$ cat config.mk
export PLATFORM = sky130hd
export DESIGN_NAME = rv_decode_stage
export DESIGN_NICKNAME = d
export VERILOG_FILES = /design/src/rtl/rvd_pkg.sv /design/src/rtl/rvd_ctrl_gen.sv /design/src/rtl/rvd_imm_gen.sv /design/src/rtl/rvd_branch_unit.sv /design/src/rtl/rv_decode_stage.sv
export SDC_FILE = /design/constraint.sdc
export NUM_CORES = 1
export LEC_CHECK = 0
export ABC_AREA = 0
export BUFFER_PORTS_ARGS = -buffer_cell sky130_fd_sc_hd__buf_2
export CAP_MARGIN = 20
export CORE_MARGIN = 2
export CORE_UTILIZATION = 54
export CTS_BUF_LIST = sky130_fd_sc_hd__clkbuf_8
export DETAILED_ROUTE_END_ITERATION = 8
export HOLD_SLACK_MARGIN = 0.05
export PLACE_DENSITY = 0.86
export SYNTH_ARGS = -nofsm -noshare
export SYNTH_HDL_FRONTEND = slang
export SYNTH_SLANG_ARGS = --single-unit
$ cat constraint.sdc
create_clock -name clk -period 6.8 [get_ports clk]
set_input_delay 0.68 -clock clk [delete_from_list [all_inputs] [get_ports clk]]
set_output_delay 0.68 -clock clk [all_outputs]
set_load 0.05 [all_outputs]
$ cat src/rtl/rvd_pkg.sv
package rvd_pkg;
  localparam int ILEN = 32;

  localparam logic [6:0] OPC_REG    = 7'h33;
  localparam logic [6:0] OPC_IMM    = 7'h13;
  localparam logic [6:0] OPC_LOAD   = 7'h03;
  localparam logic [6:0] OPC_STORE  = 7'h23;
  localparam logic [6:0] OPC_BRANCH = 7'h63;
  localparam logic [6:0] OPC_AUIPC  = 7'h17;
  localparam logic [6:0] OPC_LUI    = 7'h37;
  localparam logic [6:0] OPC_JAL    = 7'h6f;

  typedef enum logic [1:0] {OP1_RS1 = 2'd0, OP1_PC = 2'd1, OP1_ZERO = 2'd2} op1_sel_e;
  typedef enum logic [1:0] {OP2_RS2 = 2'd0, OP2_IMM = 2'd1, OP2_FOUR = 2'd2} op2_sel_e;
  typedef enum logic [2:0] {FMT_NONE, FMT_I, FMT_S, FMT_B, FMT_U, FMT_J} fmt_e;

  typedef struct packed {
    fmt_e     fmt;
    op1_sel_e op1;
    op2_sel_e op2;
    logic     mem_rd;
    logic     mem_wr;
    logic     reg_wr;
    logic     use_rs1;
    logic     use_rs2;
    logic     is_branch;
    logic     is_jal;
  } ctrl_t;
endpackage

$ cat src/rtl/rvd_ctrl_gen.sv
module rvd_ctrl_gen
  import rvd_pkg::*;
#(
  parameter int REG_AW = 5
) (
  input  logic [6:0]        opcode,
  input  logic [REG_AW-1:0] rd,
  output ctrl_t             ctrl
);
  logic wr_class;

  always_comb begin
    ctrl = '{fmt: FMT_NONE, op1: OP1_RS1, op2: OP2_RS2, default: 1'b0};
    wr_class = 1'b0;
    unique case (opcode)
      OPC_REG: begin
        ctrl.use_rs1 = 1'b1;
        ctrl.use_rs2 = 1'b1;
        wr_class     = 1'b1;
      end
      OPC_IMM: begin
        ctrl.fmt     = FMT_I;
        ctrl.op2     = OP2_IMM;
        ctrl.use_rs1 = 1'b1;
        wr_class     = 1'b1;
      end
      OPC_LOAD: begin
        ctrl.fmt     = FMT_I;
        ctrl.op2     = OP2_IMM;
        ctrl.use_rs1 = 1'b1;
        ctrl.mem_rd  = 1'b1;
        wr_class     = 1'b1;
      end
      OPC_STORE: begin
        ctrl.fmt     = FMT_S;
        ctrl.op2     = OP2_IMM;
        ctrl.use_rs1 = 1'b1;
        ctrl.use_rs2 = 1'b1;
        ctrl.mem_wr  = 1'b1;
      end
      OPC_BRANCH: begin
        ctrl.fmt       = FMT_B;
        ctrl.op1       = OP1_PC;
        ctrl.op2       = OP2_IMM;
        ctrl.use_rs1   = 1'b1;
        ctrl.use_rs2   = 1'b1;
        ctrl.is_branch = 1'b1;
      end
      OPC_AUIPC: begin
        ctrl.fmt = FMT_U;
        ctrl.op1 = OP1_PC;
        ctrl.op2 = OP2_IMM;
        wr_class = 1'b1;
      end
      OPC_LUI: begin
        ctrl.fmt = FMT_U;
        ctrl.op1 = OP1_ZERO;
        ctrl.op2 = OP2_IMM;
        wr_class = 1'b1;
      end
      OPC_JAL: begin
        ctrl.fmt    = FMT_J;
        ctrl.op1    = OP1_PC;
        ctrl.op2    = OP2_FOUR;
        ctrl.is_jal = 1'b1;
        wr_class    = 1'b1;
      end
      default: ;
    endcase
    ctrl.reg_wr = wr_class & (rd != '0);
  end
endmodule

$ cat src/rtl/rvd_imm_gen.sv
module rvd_imm_gen
  import rvd_pkg::*;
#(
  parameter int XLEN = 32
) (
  input  logic [31:7]     ibits,
  input  fmt_e            fmt,
  output logic [XLEN-1:0] imm
);
  logic [31:0] imm32;
  logic        sgn;

  assign sgn = ibits[31];

  always_comb begin
    unique case (fmt)
      FMT_I:   imm32 = {{20{sgn}}, ibits[31:20]};
      FMT_S:   imm32 = {{20{sgn}}, ibits[31:25], ibits[11:7]};
      FMT_B:   imm32 = {{19{sgn}}, sgn, ibits[7], ibits[30:25], ibits[11:8], 1'b0};
      FMT_U:   imm32 = {ibits[31:12], 12'b0};
      FMT_J:   imm32 = {{11{sgn}}, sgn, ibits[19:12], ibits[20], ibits[30:21], 1'b0};
      default: imm32 = '0;
    endcase
  end

  generate
    if (XLEN > 32) begin : g_wide
      assign imm = {{(XLEN-32){imm32[31]}}, imm32};
    end else begin : g_native
      assign imm = imm32[XLEN-1:0];
    end
  endgenerate
endmodule

$ cat src/rtl/rvd_branch_unit.sv
module rvd_branch_unit #(
  parameter int XLEN = 32
) (
  input  logic            valid,
  input  logic            is_branch,
  input  logic            is_jal,
  input  logic [2:0]      cond,
  input  logic [XLEN-1:0] lhs,
  input  logic [XLEN-1:0] rhs,
  input  logic [XLEN-1:0] pc,
  input  logic [XLEN-1:0] offset,
  output logic            redirect,
  output logic [XLEN-1:0] target
);
  logic eq, lt_s, lt_u, hit;

  assign eq   = (lhs == rhs);
  assign lt_s = ($signed(lhs) < $signed(rhs));
  assign lt_u = (lhs < rhs);

  always_comb begin
    unique case (cond)
      3'd0:    hit = eq;
      3'd1:    hit = !eq;
      3'd4:    hit = lt_s;
      3'd5:    hit = !lt_s;
      3'd6:    hit = lt_u;
      3'd7:    hit = !lt_u;
      default: hit = 1'b0;
    endcase
  end

  assign target   = pc + offset;
  assign redirect = valid & (is_jal | (is_branch & hit));
endmodule

$ cat src/rtl/rv_decode_stage.sv
module rv_decode_stage
  import rvd_pkg::*;
#(
  parameter int XLEN   = 32,
  parameter int REG_AW = 5
) (
  input  logic              clk,
  input  logic              rst,
  input  logic              in_valid,
  input  logic [31:0]       in_instr,
  input  logic [XLEN-1:0]   in_pc,
  output logic [REG_AW-1:0] rf_rs1_addr,
  output logic [REG_AW-1:0] rf_rs2_addr,
  input  logic [XLEN-1:0]   rf_rs1_data,
  input  logic [XLEN-1:0]   rf_rs2_data,
  output logic              fetch_redirect,
  output logic [XLEN-1:0]   fetch_target,
  output logic              ex_valid,
  output logic [REG_AW-1:0] ex_rd,
  output logic [XLEN-1:0]   ex_imm,
  output logic [XLEN-1:0]   ex_pc,
  output logic [1:0]        ex_op1_sel,
  output logic [1:0]        ex_op2_sel,
  output logic [XLEN-1:0]   ex_rs1_data,
  output logic [XLEN-1:0]   ex_store_data,
  output logic              ex_mem_rd_en,
  output logic              ex_mem_wr_en,
  output logic              ex_reg_wr_en
);
  localparam int RD_LSB  = 7;
  localparam int RS1_LSB = 15;
  localparam int RS2_LSB = 20;

  ctrl_t             ctrl;
  logic [REG_AW-1:0] rd_idx;
  logic [XLEN-1:0]   imm;

  assign rd_idx = in_instr[RD_LSB +: REG_AW];

  rvd_ctrl_gen #(.REG_AW(REG_AW)) u_ctrl (
    .opcode (in_instr[6:0]),
    .rd     (rd_idx),
    .ctrl   (ctrl)
  );

  rvd_imm_gen #(.XLEN(XLEN)) u_imm (
    .ibits  (in_instr[31:7]),
    .fmt    (ctrl.fmt),
    .imm    (imm)
  );

  rvd_branch_unit #(.XLEN(XLEN)) u_br (
    .valid     (in_valid),
    .is_branch (ctrl.is_branch),
    .is_jal    (ctrl.is_jal),
    .cond      (in_instr[14:12]),
    .lhs       (rf_rs1_data),
    .rhs       (rf_rs2_data),
    .pc        (in_pc),
    .offset    (imm),
    .redirect  (fetch_redirect),
    .target    (fetch_target)
  );

  assign rf_rs1_addr = ctrl.use_rs1 ? in_instr[RS1_LSB +: REG_AW] : '0;
  assign rf_rs2_addr = ctrl.use_rs2 ? in_instr[RS2_LSB +: REG_AW] : '0;

  // control flops: reset
  always_ff @(posedge clk) begin
    if (rst) begin
      ex_valid     <= 1'b0;
      ex_mem_rd_en <= 1'b0;
      ex_mem_wr_en <= 1'b0;
      ex_reg_wr_en <= 1'b0;
    end else begin
      ex_valid     <= in_valid;
      ex_mem_rd_en <= in_valid & ctrl.mem_rd;
      ex_mem_wr_en <= in_valid & ctrl.mem_wr;
      ex_reg_wr_en <= in_valid & ctrl.reg_wr;
    end
  end

  // datapath flops: no reset, loaded on a valid instruction
  always_ff @(posedge clk) begin
    if (in_valid) begin
      ex_rd         <= rd_idx;
      ex_imm        <= imm;
      ex_pc         <= in_pc;
      ex_op1_sel    <= ctrl.op1;
      ex_op2_sel    <= ctrl.op2;
      ex_rs1_data   <= rf_rs1_data;
      ex_store_data <= rf_rs2_data;
    end
  end
endmodule

* After elaboration in Yosys (flattened, before gate mapping)
Index checks and enable logic that the tools add are counted.
** Word-level totals
- Output and inout port bits :: 184
- Logic and storage cells :: 66
- Bits of input ports :: 131
- Flip-flop bits (word level) :: 141
** Operators by class
- Reductions and logical operators :: 12
- Order comparisons :: 2
- Add/sub/neg operators :: 1
- Bitwise logic cells :: 7
- Mux-type cells :: 14
- Equal/unequal tests :: 19
** Operator list (count)
- case mux 32 bit (5 select lines) :: 1
- less-than comparator 32 bit :: 2
- adder 32 bit :: 1
- equality test 32 bit :: 1
- equality test 7 x 6 -> 1 bit, second input constant :: 3
- equality test 3 bit, second input constant :: 6
- case mux 3 bit (5 select lines) :: 1
- equality test 7 x 5 -> 1 bit, second input constant :: 2
- equality test 7 bit, second input constant :: 2
- OR reduction 6 bit :: 2
- 2-to-1 mux 5 bit :: 2
- case mux 2 bit (2 select lines) :: 2
- equality test 7 x 2 -> 1 bit, second input constant :: 1
- 2-to-1 mux 1 bit :: 7
- AND 1 bit :: 6
- equality test 3 x 1 -> 1 bit, second input constant :: 2
- equality test 3 x 2 -> 1 bit, second input constant :: 2
- case mux 1 bit (6 select lines) :: 1
- OR reduction 3 bit :: 2
- nonzero test 5 bit :: 1
- OR reduction 5 bit :: 1
- OR reduction 2 bit :: 2
- logical NOT 1 bit :: 3
- logical NOT 3 bit :: 1
- OR 1 bit :: 1

* Longest topological paths before layout
Gate-level depths: netlist of the first run.
- Depth in word-level cells :: 6
- Depth in mapped cells :: 16
- Gate-level depth less buffers :: 15

* By module
A second synthesis of the first run with hierarchy kept.
** Unflattened totals
- Cell total of the unflattened synthesis :: 602
- Area total of the unflattened synthesis :: 7407.1 sq um
** Modules (own cells, without submodules)
- rv_decode_stage :: seq. area each 4194.0 sq um, cells an instance 155, instances 1, area each 4289.1 sq um
- rvd_branch_unit :: seq. area each 0.0 sq um, cells an instance 343, instances 1, area each 2483.6 sq um
- rvd_imm_gen :: seq. area each 0.0 sq um, cells an instance 66, instances 1, area each 390.4 sq um
- rvd_ctrl_gen :: seq. area each 0.0 sq um, cells an instance 38, instances 1, area each 244.0 sq um

* Worst setup path before layout of the first run
No wires, ideal clock.
- Path kind :: input -> output
- Start point :: input port in_instr[2]
- End point :: output port fetch_target[16]
- Arrival :: 5057 ps
- Path buffers :: 1
- Data required time :: 6120 ps
- Slack :: 1063 ps
- Cell stages on the path :: 14
- Path through :: buf_2 or3_4 nor3_1 a22o_1 ha_1 inv_1 fa_1 nor2b_4 o31a_1 o31ai_1 o31ai_1 a21o_1 a21oi_1 o311ai_0
** On the way
- Word-level cells in the longest chain between the ends :: 6
- Elaborated cells between the ends (all ways) :: 17
- Those cells by class :: 1 x add/sub; 12 x eq/ne; 2 x mux; 2 x reduce/logical
** Ends and longest elaborated chain
- from (decl) :: line rv_decode_stage.sv:10 : input logic [31:0] in_instr,
- equality test 7 x 5 -> 1 bit (tied with other cells) :: line rvd_ctrl_gen.sv:15 : unique case (opcode)
- OR reduction 2 bit (no line)
- case mux 3 bit (5 select lines) (*) :: line rvd_ctrl_gen.sv:15
- equality test 3 bit (tied with other cells) :: line rvd_imm_gen.sv:16 : unique case (fmt)
- case mux 32 bit (5 select lines) (*) :: line rvd_imm_gen.sv:16
- net imm[0] :: line rv_decode_stage.sv:36 : logic [XLEN-1:0] imm;
- adder 32 bit (*) :: line rvd_branch_unit.sv:33 : assign target = pc + offset;
- to (decl) :: line rv_decode_stage.sv:17 : output logic [XLEN-1:0] fetch_target,
Mark *: on every way through the listed nets, which the timed path passes. The rest lies on a longest branch.

* Final worst setup path of the first run
- Start point :: input port in_instr[0]
- End point :: output port fetch_target[25]
The elaborated chain is that of the path after synthesis.

==> impl_metrics.tcl, run 1 <==
set metrics [dict create \
    synth_top_family_by_area "compound AO/OA/AOI/OAI gates" \
    synthMuxAreaShare_pct 0.135 \
    die_y_um 121 \
    drcViolationCount 0 \
    cts_sinks 141 \
    outcome "completed" \
    cellPowerDensity_mw_per_mm2 246 \
    die_width_um 121 \
    critPathMaxFanout 8 \
    final-hold-violation-count 0 \
    coreArea_mm2 0.0133 \
    setup_viol 0 \
    yosys.area_share.adder_pct 10.9 \
    dp_cells 1081 \
    synth_area_leader_cell "edfxtp_1" \
    placed_area_mm2 0.00915 \
    final_core_util_pct 72.0 \
    grt-ovfl-total 0 \
    vias_per_cell 5.57 \
    yosysUniqueCellTypes 67 \
    rsz0062_at_grt "false" \
    post-route-min-period_ns 5.12 \
    finalNonFillerCells 1117 \
    synth_compound_area_share_pct 15.1 \
    startpoint "in_instr[0]" \
    fin_area_mm2 0.00960 \
    ctsRootBufferMaster "clkbuf_8" \
    end_kind "output pin" \
    fin_nets 1119 \
    tightest_slew_ns 0.887 \
    relSlewSlack_pct 40.9 \
    vias 6223 \
    initial_core_util_pct 55.5 \
    drt-initial-drc-count 542 \
    drive_gt1_share_pct 38.6 \
    max_cap_viol_count 0 \
    cts_resized 0 \
    irDropWorstVdd_mv 0.121 \
    wl_per_cell_um 19.1 \
    dieArea_mm2 0.0147 \
    htreeDepth 4 \
    seq_area_frac_synth_pct 56.6 \
    synth.top_cell.area_share_pct 55.5 \
    start_kind "input port" \
    arrival_ns 4.44 \
    tritoncts "built" \
    leakage_nw 4.68 \
    slew_violations 0 \
    ys_ff_latch 141 \
    post_cts_buffers 0 \
    fmax_mhz 195 \
    required_ns 6.12 \
    synth_ff_type "edfxtp_1" \
    cts_buffers 17 \
    routed_wl_mm 21.4 \
    path_class "input port to output pin" \
    endpoint "fetch_target[25]" \
    grt_pass1_vias 6003 \
    yosysWarnings 0 \
    dp_hpwl_mm 17.0 \
    synth_xor_area_share_pct 2.84 \
    synth-async-reset-ratio_pct 0 \
    ctsHoldBuffers 0 \
    firstDrtPassIters 5 \
    hp-class "input port to flop" \
    period_share_pct 75.3 \
    synthCells 600 \
    syn_nets 795 \
    grt_pass1_wl_mm 31.8 \
    cts_buffer_depth 2 \
    io_buffers 314 \
    synth_area_per_cell_um2 12.3 \
    rows 42 \
    gp_congestion 0.910 \
    antenna_left 0 \
    grt_max_degree 74 \
    ioPinCount 315 \
    synth.area.top_cells "edfxtp_1, ha_1, a21o_1, a21oi_1, inv_1" \
    antenna_found_initial 5 \
    yosys.area_share.simple_pct 10.7 \
    synth-edff-count 137 \
    fin_setup_tns_ns 0 \
    netlist_area_mm2 0.00741 \
    grt_usage_pct 29.2 \
    clkTransAtPathRegs_ns 0.09 \
    synthToLayoutAreaGrowth_pct 29.6 \
]
-- critical path, cell delays in order --
cell       delay (ns)
buf_2            0.10
nand2_1          0.13
or3_4            0.40
or3_4            0.36
nand2_1          0.10
and2_1           0.31
a21o_1           0.16
ha_1             0.33
nand4_4          0.16
nor3_1           0.29
o2111ai_1        0.18
a31oi_1          0.31
o211ai_1         0.19
a211o_1          0.32
o2111ai_1        0.11
buf_2            0.30
-- metrics by stage --
step / power [mW] / hold WS, ns / setup slack, ns
2_1_floorplan: 1.46 / 0.758 / 1.06
3_3_place_gp: 1.62 / 0.873 / 1.77
3_5_place_dp: 1.63 / 0.873 / 1.71
4_1_cts: 2.38 / 0.397 / 1.71
5_1_grt: 2.45 / 0.399 / 1.38
6_report: 2.36 / 0.419 / 1.68
-- cell type report --
class,instances,area (um^2)
fill,957,3740
timing repair buffer,316,1590
sequential,141,4190
multi-input combinational,397,2950
antenna,4,10.0
clock inverter,15,213
tap,176,220
inverter,51,191
clock buffer,17,234
-- registers in the layout, summed over array words and instances, names as in the netlist, 2 cells and up --
register,cells
ex_imm,32
ex_store_data,32
ex_op1_sel,2
ex_pc,32
ex_op2_sel,2
ex_rd,5
ex_rs1_data,32
-- placed cells by master (no fill, tap or decap), drive strengths merged, types with 3 or more instances in the layout --
cell type / instances
o21a: 7
and2: 21
inv: 56
o2111ai: 3
clkbuf: 17
a21o: 41
xor2: 8
nor2: 33
a211o: 3
or3: 4
nor2b: 3
dfxtp: 4
a22o: 4
a2111oi: 4
diode: 4
o21bai: 4
and3: 4
nand4: 13
a31oi: 3
o211ai: 6
clkinv: 5
a21oi: 42
buf: 316
nor3: 9
xnor2: 16
nand2: 31
ha: 63
o31ai: 4
a211oi: 3
nand3: 9
nor4: 7
bufinv: 4
o31a: 3
nand2b: 6
o21ai: 20
edfxtp: 137
-- power by group --
part / switching (mW) / internal [mW] / leakage (nW)
Clock: 0.342 / 0.407 / 0.224
Sequential: 0.0161 / 1.02 / 1.36
Combinational: 0.441 / 0.137 / 3.10
Total: 0.799 / 1.56 / 4.68
-- cells in the mapped netlist (all sizes together), types with 4 or more instances --
master,instances
a2111oi,4
a21o,41
a21oi,42
a22o,4
and2,21
and3,4
buf,6
clkbuf,5
dfxtp,4
edfxtp,137
ha,63
inv,51
nand2,31
nand2b,6
nand3,9
nand4,13
nor2,33
nor3,9
nor4,7
o211ai,6
o21a,7
o21ai,20
o21bai,4
o31ai,4
or3,4
xnor2,16
xor2,8
-- per-layer routing --
layer,global-route usage (%),routed length (um)
met1,34.3,7940
met5,0,13
met2,50.4,11000
met4,11.9,629
met3,8.08,1830
-- worst min path at each step --
stage	to	cells past startpoint	startpoint	slack [ns]
after floorplan	ex_mem_rd_en	1	in_instr[4]	0.76
after CTS	ex_store_data[24]	1	rf_rs2_data[24]	0.40
after global routing	ex_store_data[24]	1	rf_rs2_data[24]	0.40
final	ex_store_data[24]	1	rf_rs2_data[24]	0.42
after detailed placement	ex_store_data[3]	1	rf_rs2_data[3]	0.87
after global placement	ex_store_data[25]	1	rf_rs2_data[25]	0.87
-- logic make-up after synthesis --
family	after synthesis
AO/OA/AOI/OAI	163
AND/OR/NAND/NOR	145
XOR/XNOR	24
buffers and inverters	62
multiplexers	1
flip-flops	141
adder cells (fa/ha/maj)	64
No activity file was read; power rests on OpenSTA's default activity.
==> inputs of run 2 (changes only) <==
--- a/config.mk
+++ b/config.mk
@@ -5,15 +5,15 @@
 export SDC_FILE = /design/constraint.sdc
 export NUM_CORES = 1
 export LEC_CHECK = 0
-export ABC_AREA = 0
+export ABC_AREA = 1
 export BUFFER_PORTS_ARGS = -buffer_cell sky130_fd_sc_hd__buf_2
 export CAP_MARGIN = 20
 export CORE_MARGIN = 2
-export CORE_UTILIZATION = 54
+export CORE_UTILIZATION = 50
 export CTS_BUF_LIST = sky130_fd_sc_hd__clkbuf_8
 export DETAILED_ROUTE_END_ITERATION = 8
 export HOLD_SLACK_MARGIN = 0.05
-export PLACE_DENSITY = 0.86
+export PLACE_DENSITY = 0.8
 export SYNTH_ARGS = -nofsm -noshare
 export SYNTH_HDL_FRONTEND = slang
 export SYNTH_SLANG_ARGS = --single-unit
==> constraint.sdc (replaced) <==
create_clock -name clk -period 5.25 [get_ports clk]
set_input_delay 0.525 -clock clk [delete_from_list [all_inputs] [get_ports clk]]
set_output_delay 0.525 -clock clk [all_outputs]
set_load 0.05 [all_outputs]
==> impl_metrics.tcl, run 2 <==
set metrics [dict create \
    outcome "completed" \
    die_y_um 127 \
    ys_top_cells_by_count "edfxtp_1, nand2_1, inv_1" \
    cts_resized 0 \
    dieArea_mm2 0.0161 \
    yosysWarnings 0 \
    cts_sinks 141 \
    io_buffers 314 \
    setup_viol 0 \
    syn_nets 921 \
    seq_area_frac_synth_pct 55.5 \
    finalNonFillerCells 1257 \
    final_common_cell "buf_2" \
    end_kind "output pin" \
    grt_usage_pct 27.2 \
    vias_per_cell 5.19 \
    min_from "rst" \
    fin_setup_tns_ns 0 \
    synth-async-reset-ratio_pct 0 \
    die_width_um 127 \
    vias 6526 \
    cts_buffers 17 \
    synth.top_cell.area_share_pct 54.5 \
    preCtsSetupSlack_ns 0.763 \
    drcViolationCount 0 \
    wl_per_cell_um 17.5 \
    drt-initial-drc-count 375 \
    critPathMaxFanout 8 \
    post_cts_buffers 0 \
    ys_ff_latch 141 \
    tritoncts "built" \
    synth_area_leader_cell "edfxtp_1" \
    initial_core_util_pct 51.6 \
    post-route-min-period_ns 4.49 \
    final-hold-violation-count 0 \
    synth-edff-count 137 \
    relSlewSlack_pct 36.4 \
    required_ns 4.72 \
    tightest_slew_ns 0.953 \
    crit_top_cell "nand2_1" \
    synthCells 726 \
    grt_pass1_vias 6522 \
    startpoint "in_instr[1]" \
    yosysUniqueCellTypes 44 \
    start_kind "input port" \
    path_class "input port to output pin" \
    routed_wl_mm 22.0 \
    rows 44 \
    dp_hpwl_mm 17.7 \
    cellPowerDensity_mw_per_mm2 310 \
    firstDrtPassIters 5 \
    clkTransAtPathRegs_ns 0.08 \
    netlist_area_mm2 0.00755 \
    synthToLayoutAreaGrowth_pct 29.7 \
    grt_pass1_wl_mm 33.1 \
    drive_gt1_share_pct 34.1 \
    cts_buffer_depth 2 \
    path_buf_inv 5 \
    fin_nets 1254 \
    slowest_stage "o21ai_1" \
    ctsHoldBuffers 0 \
    dp_cells 1224 \
    grt_max_degree 74 \
    leakage_nw 4.97 \
    antenna_left 0 \
    antenna_found_initial 3 \
    coreArea_mm2 0.0146 \
    hp-class "input port to flop" \
    fin_ws_ns 0.759 \
    synth_area_per_cell_um2 10.4 \
    rsz0062_at_grt "false" \
    power_mw 3.03 \
    fmax_mhz 223 \
    arrival_ns 3.97 \
    gp_congestion 1.00 \
    final_cell_mix "buf_2, nand2_1, edfxtp_1" \
    synth.area.top_cells "edfxtp_1, ha_1, nand2_1, inv_1, xor2_1" \
    max_stage_delay_ns 0.40 \
    crit_chain "buf_2, nand2_1, inv_1, nand3_2, inv_1, nand2_1, inv_1, o21ai_1, o21ai_0, ha_1, a21o_1, o21bai_1, a21oi_1, nand2_1, nand2_1, o211ai_2, nand2_1, nand2_1, xor2_1, buf_2" \
    ctsRootBufferMaster "clkbuf_8" \
    cp_top_family "compound AO/OA/AOI/OAI gates" \
    irDropWorstVdd_mv 0.158 \
    ioPinCount 315 \
    slew_violations 0 \
    synth_ff_type "edfxtp_1" \
    period_share_pct 85.5 \
    htreeDepth 4 \
    max_cap_viol_count 0 \
    grt-ovfl-total 0 \
]
run 2: cell families (layout without fill, tap and decap cells):
family                   after synthesis  after routing  synth area share, %
flip-flops                           141            141                 55.5
XOR/XNOR                              30             30                 3.58
adder cells (fa/ha/maj)               64             64                 10.7
buffers and inverters                119            465                 5.93
other                                  0              1                    0
AO/OA/AOI/OAI                        112            112                 9.08
AND/OR/NAND/NOR                      260            260                 15.2
run 2: per-stage QoR:
stage | hold slack, ns | instance area [um^2] | util (%)
final | 0.259 | 9800 | 66.9
after global routing | 0.244 | 9790 | 66.9
after detailed placement | 0.714 | 9370 | 64.0
after global placement | 0.716 | 9370 | 64.0
after floorplan | 0.604 | 7550 | -
after CTS | 0.235 | 9790 | 66.9
run 2: worst paths after layout:
check	end	cells past startpoint
setup / recovery	fetch_target[26]	20
hold / removal	ex_valid	2
run 2: report_power, final:
group	switching (mW)	leakage [nW]	total, mW	internal (mW)
logic	0.576	3.41	0.744	0.167
clock network	0.432	0.203	0.947	0.515
registers	0.0202	1.36	1.34	1.32
total	1.03	4.97	3.03	2.00
run 2: layout make-up:
class	instances	area, um^2
Tap cell	184	230
Clock inverter	15	193
Antenna cell	1	2.50
Fill cell	1190	4850
Clock buffer	17	234
Timing Repair Buffer	316	1590
Multi-Input combinational cell	466	2910
Inverter	117	439
Sequential cell	141	4190
run 2: metal layers:
metal	up-vias	track usage, %	wire (um)
li1	3184	-	-
met1	2999	30.2	8100
met2	292	49.5	11400
met3	47	6.37	1820
met4	4	11.9	655
met5	-	0	22
